## src/rtl/ecc_mem_pkg.sv

```systemverilog
package ecc_mem_pkg;

  typedef enum logic [1:0] {
    ECC_OFF = 2'd0,
    ECC_PAR = 2'd1,
    ECC_SEC = 2'd2,
    ECC_DED = 2'd3
  } ecc_code_e;

  // Hamming check bits needed for k data bits
  function automatic int ham_r(input int k);
    int r;
    r = 1;
    while ((1 << r) < k + r + 1) r++;
    return r;
  endfunction

  // Total check bits a block carries under a given code
  function automatic int chk_w(input ecc_code_e c, input int k);
    case (c)
      ECC_OFF: return 0;
      ECC_PAR: return 1;
      ECC_SEC: return ham_r(k);
      default: return ham_r(k) + 1;
    endcase
  endfunction

  // Hamming position (1-based, powers of two reserved) of data bit i
  function automatic int ham_pos(input int i);
    int p;
    int n;
    p = 2;
    n = -1;
    while (n < i) begin
      p++;
      if ((p & (p - 1)) != 0) n++;
    end
    return p;
  endfunction

endpackage

```

## src/rtl/ecc_blk_enc.sv

```systemverilog
module ecc_blk_enc
  import ecc_mem_pkg::*;
#(
  parameter ecc_code_e CODE = ECC_DED,
  parameter int        K    = 8
) (
  input  logic [K-1:0]                  data,
  output logic [K+chk_w(CODE,K)-1:0]    cw
);
  localparam int R = ham_r(K);

  function automatic logic [K-1:0] col_mask(input int j);
    logic [K-1:0] m;
    for (int i = 0; i < K; i++) m[i] = ((ham_pos(i) >> j) & 1) == 1;
    return m;
  endfunction

  generate
    if (CODE == ECC_OFF) begin : g_off
      assign cw = data;
    end else if (CODE == ECC_PAR) begin : g_par
      assign cw = {^data, data};
    end else begin : g_ham
      logic [R-1:0] h;
      for (genvar j = 0; j < R; j++) begin : g_col
        localparam logic [K-1:0] MJ = col_mask(j);
        assign h[j] = ^(data & MJ);
      end
      if (CODE == ECC_DED) begin : g_ded
        assign cw = {^{h, data}, h, data};
      end else begin : g_sec
        assign cw = {h, data};
      end
    end
  endgenerate
endmodule

```

## src/rtl/ecc_blk_dec.sv

```systemverilog
module ecc_blk_dec
  import ecc_mem_pkg::*;
#(
  parameter ecc_code_e CODE = ECC_DED,
  parameter int        K    = 8
) (
  input  logic [K+chk_w(CODE,K)-1:0]    cw,
  output logic [K-1:0]                  data,
  output logic                          sgl,
  output logic                          dbl
);
  localparam int R = ham_r(K);

  function automatic logic [K-1:0] col_mask(input int j);
    logic [K-1:0] m;
    for (int i = 0; i < K; i++) m[i] = ((ham_pos(i) >> j) & 1) == 1;
    return m;
  endfunction

  generate
    if (CODE == ECC_OFF) begin : g_off
      assign data = cw;
      assign sgl  = 1'b0;
      assign dbl  = 1'b0;
    end else if (CODE == ECC_PAR) begin : g_par
      assign data = cw[K-1:0];
      assign sgl  = 1'b0;
      assign dbl  = ^cw;
    end else begin : g_ham
      localparam bit DED = (CODE == ECC_DED);
      logic [R-1:0] syn;
      logic [K-1:0] flip;
      logic         odd;
      logic         hit;
      logic         inrange;
      logic         corr;

      for (genvar j = 0; j < R; j++) begin : g_col
        localparam logic [K-1:0] MJ = col_mask(j);
        assign syn[j] = cw[K+j] ^ (^(cw[K-1:0] & MJ));
      end

      if (DED) begin : g_odd
        assign odd = ^cw;
      end else begin : g_noodd
        assign odd = 1'b1;
      end

      assign hit     = |syn;
      assign inrange = int'(syn) <= (K + R);
      assign corr    = hit && odd && inrange;
      assign sgl     = corr || (DED && !hit && odd);
      assign dbl     = hit && !(odd && inrange);

      for (genvar i = 0; i < K; i++) begin : g_flip
        localparam int P = ham_pos(i);
        assign flip[i] = corr && (int'(syn) == P);
      end
      assign data = cw[K-1:0] ^ flip;
    end
  endgenerate
endmodule

```

## src/rtl/ecc_sat_cnt.sv

```systemverilog
module ecc_sat_cnt #(
  parameter int W  = 8,
  parameter int AW = 1
) (
  input  logic          clk,
  input  logic          rst_n,
  input  logic [AW-1:0] amt,
  output logic [W-1:0]  cnt
);
  localparam int SW = ((W > AW) ? W : AW) + 1;
  localparam logic [SW-1:0] TOP = {{(SW-W){1'b0}}, {W{1'b1}}};

  logic [SW-1:0] sum;
  assign sum = SW'(cnt) + SW'(amt);

  always_ff @(posedge clk) begin
    if (!rst_n) cnt <= '0;
    else        cnt <= (sum > TOP) ? '1 : sum[W-1:0];
  end

  p_sat_hold_r8: assert property (@(posedge clk) disable iff (!rst_n)
    (cnt == '1) |=> (cnt == '1));

  p_idle_stable_r9: assert property (@(posedge clk) disable iff (!rst_n)
    (amt == '0) |=> $stable(cnt));
endmodule

```

## src/rtl/ecc_row_mem.sv

```systemverilog
module ecc_row_mem
  import ecc_mem_pkg::*;
#(
  parameter ecc_code_e CODE        = ECC_DED,
  parameter int        DEPTH       = 8,
  parameter int        WORDS       = 2,
  parameter int        WORD_W      = 16,
  parameter int        BLK_W       = 8,
  parameter bit        INTERLEAVE  = 1'b1,
  parameter bit        SINGLE_PORT = 1'b0,
  parameter int        CNT_W       = 8,
  localparam int       AW          = $clog2(DEPTH),
  localparam int       ROW_W       = WORDS * WORD_W,
  localparam int       NBLK        = WORDS * (WORD_W / BLK_W),
  localparam int       PHY_W       = NBLK * (BLK_W + chk_w(CODE, BLK_W))
) (
  input  logic              clk,
  input  logic              rst_n,
  input  logic              wr_valid,
  output logic              wr_ready,
  input  logic [AW-1:0]     wr_addr,
  input  logic [ROW_W-1:0]  wr_data,
  input  logic [WORDS-1:0]  wr_mask,
  input  logic [PHY_W-1:0]  wr_inj,
  input  logic              rd_valid,
  output logic              rd_ready,
  input  logic [AW-1:0]     rd_addr,
  input  logic              rd_kill,
  output logic              rsp_valid,
  output logic [ROW_W-1:0]  rsp_data,
  output logic              rsp_serr,
  output logic              rsp_derr,
  output logic              fix_valid,
  output logic [AW-1:0]     fix_addr,
  output logic [ROW_W-1:0]  fix_data,
  output logic [WORDS-1:0]  fix_words,
  output logic [CNT_W-1:0]  cnt_serr,
  output logic [CNT_W-1:0]  cnt_derr,
  output logic [CNT_W-1:0]  cnt_rd,
  output logic [CNT_W-1:0]  cnt_wr,
  output logic [CNT_W-1:0]  cnt_fix
);
  localparam int BPW = WORD_W / BLK_W;
  localparam int CW  = BLK_W + chk_w(CODE, BLK_W);
  localparam int FW  = $clog2(NBLK + 1);

  logic [PHY_W-1:0] mem [DEPTH];
  logic [PHY_W-1:0] enc_log, enc_phy;
  logic [PHY_W-1:0] en_log, en_phy;
  logic [PHY_W-1:0] raw_q, raw_log;
  logic [ROW_W-1:0] cor_row;
  logic [NBLK-1:0]  blk_sgl, blk_dbl;
  logic [AW-1:0]    rd_addr_q;
  logic             rd_pend;
  logic             wr_fire, rd_fire;
  logic [FW-1:0]    fix_amt;

  // request side handshakes
  assign wr_ready = 1'b1;
  generate
    if (SINGLE_PORT) begin : g_sp
      assign rd_ready = !wr_valid;
    end else begin : g_dp
      assign rd_ready = 1'b1;
    end
  endgenerate
  assign wr_fire = wr_valid && wr_ready;
  assign rd_fire = rd_valid && rd_ready;

  // per-block coding and the logical-to-physical bit map
  generate
    for (genvar b = 0; b < NBLK; b++) begin : g_blk
      ecc_blk_enc #(.CODE(CODE), .K(BLK_W)) u_enc (
        .data (wr_data[b*BLK_W +: BLK_W]),
        .cw   (enc_log[b*CW +: CW])
      );
      ecc_blk_dec #(.CODE(CODE), .K(BLK_W)) u_dec (
        .cw   (raw_log[b*CW +: CW]),
        .data (cor_row[b*BLK_W +: BLK_W]),
        .sgl  (blk_sgl[b]),
        .dbl  (blk_dbl[b])
      );
      assign en_log[b*CW +: CW] = {CW{wr_mask[b / BPW]}};
      for (genvar j = 0; j < CW; j++) begin : g_bit
        localparam int PHY = INTERLEAVE ? (j * NBLK + b) : (b * CW + j);
        assign enc_phy[PHY]     = enc_log[b*CW + j];
        assign en_phy[PHY]      = en_log[b*CW + j];
        assign raw_log[b*CW + j] = raw_q[PHY];
      end
    end
  endgenerate

  // storage: bit-enabled merge on write, registered read (read-first)
  always_ff @(posedge clk) begin
    if (wr_fire)
      mem[wr_addr] <= (mem[wr_addr] & ~en_phy) | ((enc_phy ^ wr_inj) & en_phy);
    if (rd_fire) begin
      raw_q     <= mem[rd_addr];
      rd_addr_q <= rd_addr;
    end
  end

  always_ff @(posedge clk) begin
    if (!rst_n) rd_pend <= 1'b0;
    else        rd_pend <= rd_fire;
  end

  // response and correction outputs
  assign rsp_valid = rd_pend && !rd_kill;
  assign rsp_data  = cor_row;
  assign rsp_serr  = rsp_valid && (|blk_sgl);
  assign rsp_derr  = rsp_valid && (|blk_dbl);
  assign fix_valid = rsp_serr && !rsp_derr;
  assign fix_addr  = rd_addr_q;
  assign fix_data  = cor_row;
  generate
    for (genvar w = 0; w < WORDS; w++) begin : g_fixw
      assign fix_words[w] = fix_valid && (|blk_sgl[w*BPW +: BPW]);
    end
  endgenerate
  assign fix_amt = rsp_valid ? FW'($countones(blk_sgl)) : '0;

  // statistics
  ecc_sat_cnt #(.W(CNT_W), .AW(1)) u_cnt_serr (
    .clk(clk), .rst_n(rst_n), .amt(rsp_serr), .cnt(cnt_serr));
  ecc_sat_cnt #(.W(CNT_W), .AW(1)) u_cnt_derr (
    .clk(clk), .rst_n(rst_n), .amt(rsp_derr), .cnt(cnt_derr));
  ecc_sat_cnt #(.W(CNT_W), .AW(1)) u_cnt_rd (
    .clk(clk), .rst_n(rst_n), .amt(rsp_valid), .cnt(cnt_rd));
  ecc_sat_cnt #(.W(CNT_W), .AW(1)) u_cnt_wr (
    .clk(clk), .rst_n(rst_n), .amt(wr_fire), .cnt(cnt_wr));
  ecc_sat_cnt #(.W(CNT_W), .AW(FW)) u_cnt_fix (
    .clk(clk), .rst_n(rst_n), .amt(fix_amt), .cnt(cnt_fix));

  p_rsp_latency_r1: assert property (@(posedge clk) disable iff (!rst_n)
    rsp_valid |-> $past(rd_valid && rd_ready));

  p_fix_addr_r6: assert property (@(posedge clk) disable iff (!rst_n)
    fix_valid |-> (fix_addr == $past(rd_addr)));

  p_kill_quiet_r7: assert property (@(posedge clk) disable iff (!rst_n)
    rd_kill |=> ($stable(cnt_rd) && $stable(cnt_serr) && $stable(cnt_derr) && $stable(cnt_fix)));

  p_wr_count_r9: assert property (@(posedge clk) disable iff (!rst_n)
    (wr_valid && wr_ready && (cnt_wr != '1)) |=> (cnt_wr == CNT_W'($past(cnt_wr) + 1'b1)));
endmodule

```

## config.mk

```make
export PLATFORM = sky130hd
export DESIGN_NAME = ecc_row_mem
export DESIGN_NICKNAME = d
export VERILOG_FILES = /design/src/rtl/ecc_mem_pkg.sv /design/src/rtl/ecc_blk_enc.sv /design/src/rtl/ecc_blk_dec.sv /design/src/rtl/ecc_sat_cnt.sv /design/src/rtl/ecc_row_mem.sv
export SDC_FILE = /design/constraint.sdc
export NUM_CORES = 1
export LEC_CHECK = 0
export BUFFER_PORTS_ARGS = -buffer_cell sky130_fd_sc_hd__buf_4
export CORE_AREA = 2 2 248 250
export DETAILED_ROUTE_END_ITERATION = 10
export DIE_AREA = 0 0 250 252
export PLACE_DENSITY = 0.65
export SYNTH_ARGS = -nofsm -noshare
export SYNTH_HDL_FRONTEND = slang
export SYNTH_HIERARCHICAL = 1
export SYNTH_SLANG_ARGS = --single-unit
```

## constraint.sdc

```tcl
create_clock -name clk -period 11.39 [get_ports clk]
set_input_delay 1.139 -clock clk [delete_from_list [all_inputs] [get_ports clk]]
set_output_delay 1.139 -clock clk [all_outputs]
set_load 0.03 [all_outputs]
```

-- Word level (Yosys, flattened, before mapping)
Memory sizes are Yosys's and may differ from the RTL's. A register that Yosys moved wholly into a read port is not among the register bits.
Index checks and enable logic that the tools add are counted.
- ROM bits: 0
- latch bits: 0
- RAM bits: 416
- memories kept: 1
- flip-flop bits (word level): 44
- input port bits: 97
- equal/unequal tests: 32
- shifts and indexed selects: 0
- reduce and logical (&&, ||, !) cells: 120
- muxes and demuxes: 8
- div/mod/pow operators: 0
- add/subtract/negate cells: 8
- bitwise operators: 25
- multipliers: 0
- order comparisons: 9
- memory list (memory ; words ; bits a word ; read ports ; clocked after memory_dff ; write ports ; line ; RTL):
    mem ; 8 ; 52 ; 2 ; 1 ; 1 ; ecc_row_mem.sv:47 ; logic [PHY_W-1:0] mem [DEPTH];
- operator list (cell ; count):
    $reduce_xor A8 Y1 ; 32
    $and A52 B52 Y52 ; 2
    $eq A4 B4 Y1 const B ; 24
    $logic_and A1 B1 Y1 ; 58
    $not A52 Y52 ; 1
    $or A52 B52 Y52 ; 1
    $reduce_xor A13 Y1 ; 4
    $xor A52 B52 Y52 ; 1
    $reduce_xor A12 Y1 ; 4
    $gt A9 B8 Y1 const B ; 5
    $mux W8 ; 5
    $add A8 B1 Y9 ; 4
    $eq A4 B3 Y1 const B ; 8
    $xor A8 B8 Y8 ; 4
    $reduce_or A4 Y1 ; 6
    $le A4 B4 Y1 const B ; 4
    $xor A1 B1 Y1 ; 16
    $logic_not A1 Y1 ; 10
    $add A8 B3 Y9 ; 1
    $add A1 B1 Y2 ; 2
    $logic_or A1 B1 Y1 ; 4
    $reduce_or A2 Y1 ; 2
    $add A2 B2 Y3 ; 1
    $mux W3 ; 1
    $mux W1 ; 2

-- Depth between registers and ports, before layout
Gate-level depths: netlist of run 1.
- word-level depth: 12
- depth in mapped cells: 13
- mapped depth without buffers: 13

-- By module
The synthesis of run 1 kept the hierarchy.
- by module, submodules not included (module ; sequential area each (µm²) ; area each (µm²) ; cells an instance ; times used):
    ecc_row_mem ; 14163.6 ; 21937.3 ; 1194 ; 1
    ecc_blk_dec ; 0.0 ; 506.7 ; 53 ; 4
    ecc_sat_cnt at u_cnt_derr ... ; 160.2 ; 390.4 ; 42 ; 4
    ecc_blk_enc ; 0.0 ; 210.2 ; 21 ; 4
    ecc_sat_cnt at u_cnt_fix ; 160.2 ; 464.2 ; 48 ; 1

-- Least setup slack after synthesis of run 1
OpenSTA, ideal clock, no wires.
- path kind: in2reg
- start point: in wr_addr[0]
- end point: mem mem[0][0] in the netlist's numbering (enable)
- cell stages on the path: 5
- slack: 5435 ps
- buffers on the path: 4
- required time: 10864 ps
- arrival: 5429 ps
- cells stage by stage: buf_2 -> buf_2 -> buf_2 -> buf_2 -> nor3_1
- RTL lines (what ; line ; RTL):
    from (decl) ; ecc_row_mem.sv:21 ; input logic [AW-1:0] wr_addr,
    to (decl) ; ecc_row_mem.sv:47 ;
Straight into the memory's write port.

-- Worst setup path in the final report of run 1
- start point: reg raw_q[8] (read register of mem)
- end point: out fix_valid
- elaborated cells on any way between the ends: 21
- those cells by class: 1 x order compare; 2 x bitwise; 18 x reduce/logical
- RTL lines (what ; line ; RTL):
    from (decl) ; ecc_row_mem.sv:50 ; logic [PHY_W-1:0] raw_q, raw_log;
    branches (longest 5 deep; another with $le A4 B4 Y1) ; n/a ;
    $logic_or A1 B1 Y1 (*) ; ecc_blk_dec.sv:52 ; assign sgl = corr || (DED && !hit && odd);
    net blk_sgl[0] ; ecc_row_mem.sv:52 ; logic [NBLK-1:0] blk_sgl, blk_dbl;
    $reduce_or A4 Y1 (*) ; ecc_row_mem.sv:111 ; assign rsp_serr = rsp_valid && (|blk_sgl);
    $logic_and A1 B1 Y1 (*) ; ecc_row_mem.sv:111 ;
    $logic_and A1 B1 Y1 (*) ; ecc_row_mem.sv:113 ; assign fix_valid = rsp_serr && !rsp_derr;
    to (decl) ; ecc_row_mem.sv:33 ; output logic fix_valid,
Mark *: on every way through the listed nets, which the timed path passes.

==> flow_metrics.env, run 1 <==
export IMPL_status="finished, final reports clean"
export IMPL_cts_resized=0
export IMPL_rsz0062_at_grt="no"
export IMPL_coreArea_um2=60100
export IMPL_n_fill_cell=4943
export IMPL_most_common_layout_cells="edfxtp_1 (471), buf_4 (228), mux4_2 (157)"
export IMPL_cts_htree_levels=2
export IMPL_ant_nets=0
export IMPL_final_hold_viol_count=0
export IMPL_synth_flop_cell="edfxtp_1"
export IMPL_timing_rr_end="u_cnt_fix/cnt[1]$_SDFF_PN0_"
export IMPL_hold_start="u_cnt_derr/cnt[3]$_SDFF_PN0_"
export IMPL_drc=0
export IMPL_hp_class="flip-flop to flip-flop"
export IMPL_holdPathStages=1
export IMPL_synth_cell_types=74
export IMPL_layout_nets=1952
export IMPL_std_cell_rows=90
export IMPL_rr_startpoint="raw_q[8]$_DFFE_PP_"
export IMPL_ctsRootBufferMaster="clkbuf_16"
export IMPL_tightest_slew_ns=1.10
export IMPL_wirelength_mm=68.2
export IMPL_antenna_found_initial=7
export IMPL_initial_core_util=0.446
export IMPL_numPortBuffers=209
export IMPL_cp_arrival_ns=3.70
export IMPL_grt_max_degree=64
export IMPL_post_cts_buffers=0
export IMPL_synth_edff_count=471
export IMPL_synth_area_per_cell_um2=15.7
export IMPL_power_density_nw_per_um2=170
export IMPL_synth_seq_cells=512
export IMPL_syn_area_um2=26800
export IMPL_worstPathMaxFanout=9
export IMPL_io_pins=212
export IMPL_path_clk_slew_ns=0.06
export IMPL_area_growth_pct=13.8
export IMPL_route_met3_wl_mm=5.43
export IMPL_netlist_instances=1706
export IMPL_die_w_um=250
export IMPL_post_route_period_util=0.425
export IMPL_firstDrtPassIters=5
export IMPL_power_mw=5.19
export IMPL_synth_mux_area_frac=0.186
export IMPL_critical_path_required_ns=10.25
export IMPL_wire_per_inst_um=25.6
export IMPL_regArea_um2=15000
export IMPL_die_h_um=252
export IMPL_cp_end_kind="output pin"
export IMPL_clock_fmax_mhz=207
export IMPL_whs_ns=0.524
export IMPL_yosysWarnings=6
export IMPL_grt_overflow=0
export IMPL_vdd_ir_drop_max_uv=109
export IMPL_setup_viol=0
export IMPL_track_usage=0.215
export IMPL_min_to="u_cnt_derr/cnt[3]$_SDFF_PN0_"
export IMPL_synth_compound_area_frac=0.0569
export IMPL_multi_input_area_um2=10900
export IMPL_worstRegToRegCells=12
export IMPL_cts_tree="yes"
export IMPL_synth_fa_ha_area_frac=0.00802
export IMPL_worst_clock_skew_ns=0.0263
export IMPL_async_flop_share=0
export IMPL_clk_latency_ns=0.62
export IMPL_num_vias=16100
export IMPL_fin_crit_ns=4.84
export IMPL_first_iter_violations=1288
export IMPL_finalMaxSlewViolations=0
export IMPL_crit_type="flip-flop to output pin"
export IMPL_yosysSeqAreaShare=0.558
export IMPL_route_met2_wl_mm=31.8
export IMPL_r2r_setup_slack_ns=6.96
export IMPL_numCtsBuffers=53
export IMPL_fin_setup_tns_ns=0
export IMPL_cts_num_sinks=512
export IMPL_synth_simple_area_share=0.0571
export IMPL_postCtsHoldBufs=0
export IMPL_slew_headroom=0.266
export IMPL_power_leakage_nw=10.6
export IMPL_grt_pass1_vias=16000
export IMPL_synth_xor_area_frac=0.0938
export IMPL_synth_top_family_by_area="multiplexers"
export IMPL_wl_met1_mm=29.2
export IMPL_via_per_inst=6.02
export IMPL_dp_hpwl_mm=43.8
export IMPL_layout_commonest_cell="edfxtp_1"
export IMPL_die_area_um2=63000
export IMPL_maxCapViolations=0
export IMPL_drive_gt1_frac=0.314
export IMPL_start_kind="flip-flop"
export IMPL_diodes=0
export IMPL_grt_pass1_wl_mm=101
export IMPL_clk_path_buf_depth=3
export IMPL_top_layer="met4"
export IMPL_gp_congestion=0.839
metal layers:
metal,global-route usage,up-vias
met1,0.302,8186
met2,0.342,757
met3,0.0380,116
met5,0,-
li1,-,6996
met4,0.0679,0
worst max-delay path by stage:
stage                             startpoint                   end  slack, ns
after CTS                 raw_q[8]$_DFFE_PP_             fix_valid       6.43
after floorplan                   wr_addr[0]   mem[0][0]$_DFFE_PP_       5.44
after global placement            wr_addr[2]  mem[0][39]$_DFFE_PP_       6.91
after global routing      raw_q[8]$_DFFE_PP_             fix_valid       6.28
final                     raw_q[8]$_DFFE_PP_             fix_valid       6.55
after detailed placement          wr_addr[2]  mem[0][18]$_DFFE_PP_       6.77
critical path: stages (launching register included):
cell and delay [ns]:
edfxtp_1 0.46, xnor2_1 0.34, xor2_2 0.36, xor2_2 0.21, o31ai_1 0.66, inv_1 0.11, ha_1 0.25, a21oi_1 0.36
and2_1 0.19, buf_4 0.15
flip-flops by register name, summed over array words and instances, names as in the netlist:
register        flops
u_cnt_rd/cnt        8
rd_pend             1
u_cnt_fix/cnt       8
u_cnt_wr/cnt        8
u_cnt_derr/cnt      8
mem               416
u_cnt_serr/cnt      8
raw_q              52
fix_addr            3
where the power goes:
group | leakage [nW] | switching, mW | internal, mW
Combinational | 5.01 | 0.643 | 0.418
Sequential | 4.65 | 0.0397 | 2.17
Clock | 0.935 | 0.741 | 1.17
synth_stat cells, types with 12 or more instances:
cell	count	area (um^2)
o21a_1	14	105
o21ai_1	28	140
a22o_1	17	149
mux4_2	157	3540
buf_4	71	533
nand4_1	22	138
a21oi_1	17	85.1
xnor2_2	12	195
clkbuf_1	30	113
nand3_1	20	100
nor2_1	49	184
o2bb2ai_1	16	140
a31oi_1	12	75.1
xnor3_1	16	360
ha_1	14	175
a32oi_1	18	158
inv_1	21	78.8
dfxtp_1	41	821
a211oi_1	24	180
mux2i_1	69	691
xor2_1	65	569
nor3_1	15	75.1
mux2_2	56	631
edfxtp_1	471	14100
xor2_2	12	195
buf_2	36	180
nand2_1	80	300
nand2b_1	21	131
xnor2_1	104	911
area by class of cell:
class / count / area share
sequential: 512 / 0.490
clock buffer: 60 / 0.0457
clock inverter: 40 / 0.0174
tap: 782 / 0.0320
multi-input combinational: 1020 / 0.356
timing repair buffer: 229 / 0.0564
inverter: 23 / 0.00283
metrics by stage:
stage	cell area (um^2)	cells	setup WS (ns)	utilization
after detailed placement	28600	2566	6.77	0.476
after CTS	30500	2666	6.43	0.508
final	30500	2666	6.55	0.508
after global routing	30500	2666	6.28	0.508
after global placement	28600	2566	6.91	0.476
after floorplan	26800	1707	5.44	-
kinds of logic (layout without fill, tap and decap cells):
group | after synthesis | in the layout
AO/OA/AOI/OAI | 207 | 207
XOR/XNOR | 221 | 221
adder cells (fa/ha/maj) | 16 | 16
buffers and inverters | 175 | 352
flip-flops | 512 | 512
multiplexers | 291 | 291
other | 1 | 2
AND/OR/NAND/NOR | 283 | 283
Note: power is estimated with default switching activity, not from simulation.
==> inputs of run 2 (changes only) <==
ABC_AREA = 1   (was default)
CORE_AREA = 2 2 263 265   (was 2 2 248 250)
DIE_AREA = 0 0 265 267   (was 0 0 250 252)
clock period = 4.7 ns   (was 11.39 ns; I/O delays follow)
==> run 2 against run 1 <==
Against the previous run:
- routed wire length is 27% higher
- via count is 60% higher
- largest cell class unchanged
- first-iteration DRC count is 110% higher
==> flow_metrics.env, run 2 <==
export IMPL_vdd_ir_drop_max_uv=279
export IMPL_largest_reg_flops=416
export IMPL_synth_area_per_cell_um2=7.86
export IMPL_track_usage=0.241
export IMPL_postCtsHoldBufs=0
export IMPL_power_mw=11.8
export IMPL_pre_cts_slack_ns=0.951
export IMPL_final_hold_viol_count=0
export IMPL_drive_gt1_frac=0.123
export IMPL_regMostFlops="mem"
export IMPL_cts_num_sinks=512
export IMPL_grt_max_degree=157
export IMPL_p_int_mw=8.28
export IMPL_setup_viol=0
export IMPL_worstPathMaxFanout=8
export IMPL_synth_most_common_cell="nand2_1"
export IMPL_via_per_inst=5.31
export IMPL_slew_headroom=0.197
export IMPL_cts_htree_levels=2
export IMPL_rsz0062_at_grt="no"
export IMPL_clock_fmax_mhz=265
export IMPL_grt_pass1_wl_mm=132
export IMPL_post_route_period_util=0.802
export IMPL_grt_pass1_vias=23300
export IMPL_critical_path_required_ns=5.21
export IMPL_power_leakage_nw=15.2
export IMPL_grt_overflow=0
export IMPL_layout_nets=4033
export IMPL_initial_core_util=0.444
export IMPL_firstDrtPassIters=5
export IMPL_multi_input_area_um2=12300
export IMPL_clkPwrFrac=0.358
export IMPL_clk_latency_ns=0.63
export IMPL_dp_hpwl_mm=53.2
export IMPL_seqPwrFrac=0.453
export IMPL_drc=0
export IMPL_wirelength_mm=86.3
export IMPL_layout_commonest_cell="nand2_1"
export IMPL_clk_path_buf_depth=3
export IMPL_finalMaxSlewViolations=0
export IMPL_numPortBuffers=209
export IMPL_hp_class="input port to flip-flop"
export IMPL_fin_crit_ns=3.77
export IMPL_status="finished, final reports clean"
export IMPL_worst_clock_skew_ns=0.0306
export IMPL_ctsRootBufferMaster="clkbuf_16"
export IMPL_tightest_slew_ns=1.20
export IMPL_crit_type="flip-flop to flip-flop"
export IMPL_netlist_instances=3843
export IMPL_antenna_found_initial=5
export IMPL_async_flop_share=0
export IMPL_synth_area_leaders="edfxtp_1 (47%), nand2_1 (14%), nand3_1 (7.0%), inv_1 (5.7%), nor2_1 (4.4%)"
export IMPL_yosysSeqAreaShare=0.496
export IMPL_power_density_nw_per_um2=347
export IMPL_ant_nets=0
export IMPL_regArea_um2=15000
export IMPL_wire_per_inst_um=17.8
export IMPL_synth_commonest_cells="nand2_1 (1099), edfxtp_1 (471), inv_1 (459)"
export IMPL_n_fill_cell=6437
export IMPL_holdPathStages=1
export IMPL_post_cts_buffers=0
export IMPL_path_clk_slew_ns=0.06
export IMPL_worstRegToRegCells=22
export IMPL_synth_cell_types=32
export IMPL_cp_end_kind="flip-flop"
export IMPL_reg_top3="mem (416), raw_q (52)"
export IMPL_sw_frac_of_total=0.296
export IMPL_num_vias=25700
export IMPL_synth_top_cell_area_share=0.468
export IMPL_std_cell_rows=96
export IMPL_synth_flop_cell="edfxtp_1"
export IMPL_gp_congestion=0.876
export IMPL_syn_area_um2=30200
export IMPL_die_w_um=265
export IMPL_coreArea_um2=68000
export IMPL_most_common_layout_cells="nand2_1 (1099), edfxtp_1 (471), inv_1 (458)"
export IMPL_yosysWarnings=6
export IMPL_p_comb_frac=0.190
export IMPL_io_pins=212
export IMPL_die_area_um2=70800
export IMPL_fin_setup_tns_ns=0
export IMPL_synth_edff_count=471
export IMPL_die_h_um=267
export IMPL_start_kind="flip-flop"
export IMPL_cts_tree="yes"
export IMPL_worst_slack_ns=0.931
export IMPL_synth_seq_cells=512
export IMPL_switchingPower_mw=3.47
export IMPL_synth_area_leader_cell="edfxtp_1"
export IMPL_cp_arrival_ns=4.28
export IMPL_maxCapViolations=0
export IMPL_cts_resized=0
export IMPL_area_growth_pct=12.3
export IMPL_numCtsBuffers=54
export IMPL_first_iter_violations=2723
==> run 2: cell count changes in the layout (fill, tap and decap cells not counted), sizes merged, moves of 69 or more <==
cell   before   now
nand2      80  1152
inv        25   498
nand3      20   441
nor2       50   373
o21ai      33   260
mux4      160     0
a21oi      17   159
xnor2     116    21
mux2i      69     0
==> run 2: power groups by stage <==
stage          registers, mW  clock network (mW)  logic, mW
3_3_place_gp            5.41                   0       2.20
5_1_grt                 5.34                4.42       2.48
6_report                5.32                4.20       2.23
4_1_cts                 5.32                4.26       2.22
2_1_floorplan           5.42                   0       1.53
3_5_place_dp            5.42                   0       2.22
==> run 2: layout make-up <==
| class | count | share of cell area |
|---|---|---|
| antenna | 1 | 0.0000738 |
| clock buffer | 62 | 0.0407 |
| clock inverter | 38 | 0.0101 |
| inverter | 494 | 0.0549 |
| multi-input combinational | 2617 | 0.362 |
| sequential | 512 | 0.441 |
| tap | 882 | 0.0325 |
| timing repair buffer | 241 | 0.0580 |
==> run 2: worst paths after layout <==
| kind | from | slack, ns | to |
|---|---|---|---|
| worst max-delay path | raw_q[27]$_DFFE_PP_ | 0.93 | u_cnt_fix/cnt[7]$_SDFF_PN0_ |
| worst min-delay path | rd_addr[2] | 0.15 | fix_addr[2]$_DFFE_PP_ |
| worst max register to register | raw_q[27]$_DFFE_PP_ | 0.93 | u_cnt_fix/cnt[7]$_SDFF_PN0_ |
| worst min register to register | u_cnt_fix/cnt[6]$_SDFF_PN0_ | 0.56 | u_cnt_fix/cnt[6]$_SDFF_PN0_ |
==> run 2: per-layer routing <==
layer  GRT usage  vias up  share of wire
met5           0        -        0.00039
met4      0.0660        6          0.020
met3      0.0365      142          0.097
met2       0.384     1181           0.44
met1       0.343    11800           0.44
li1            -    12600              -
==> run 2: cell families after synthesis <==
group                    synth area share
flip-flops                          0.496
buffers and inverters              0.0998
AO/OA/AOI/OAI                      0.0768
adder cells (fa/ha/maj)           0.00713
other                            0.000124
XOR/XNOR                           0.0293
AND/OR/NAND/NOR                     0.291
==> run 2: critical path: stages, from the launching register on <==
cell and delay [ns]:
edfxtp_1 0.46, inv_2 0.11, nand2_1 0.09, nand2_1 0.12, nand2_1 0.11, nand3_1 0.10, nand2_1 0.11, nor2_2 0.17
nand2_4 0.10, nand2_4 0.09, inv_1 0.10, fa_1 0.46, ha_1 0.20, ha_1 0.28, inv_1 0.06, nor2_1 0.07
fa_1 0.47, nand2_1 0.08, nand2_1 0.12, nand2_1 0.11, nand2_1 0.06, nor2_1 0.13, nor2_1 0.06
==> run 2: per-stage QoR <==
stage	cell area, um^2	util	cells	hold slack [ns]
after CTS	33900	0.499	4846	0.126
final	33900	0.499	4847	0.150
after detailed placement	32200	0.473	4746	0.546
after floorplan	30200	-	3844	0.563
after global routing	33900	0.499	4846	0.143
after global placement	32200	0.473	4746	0.539
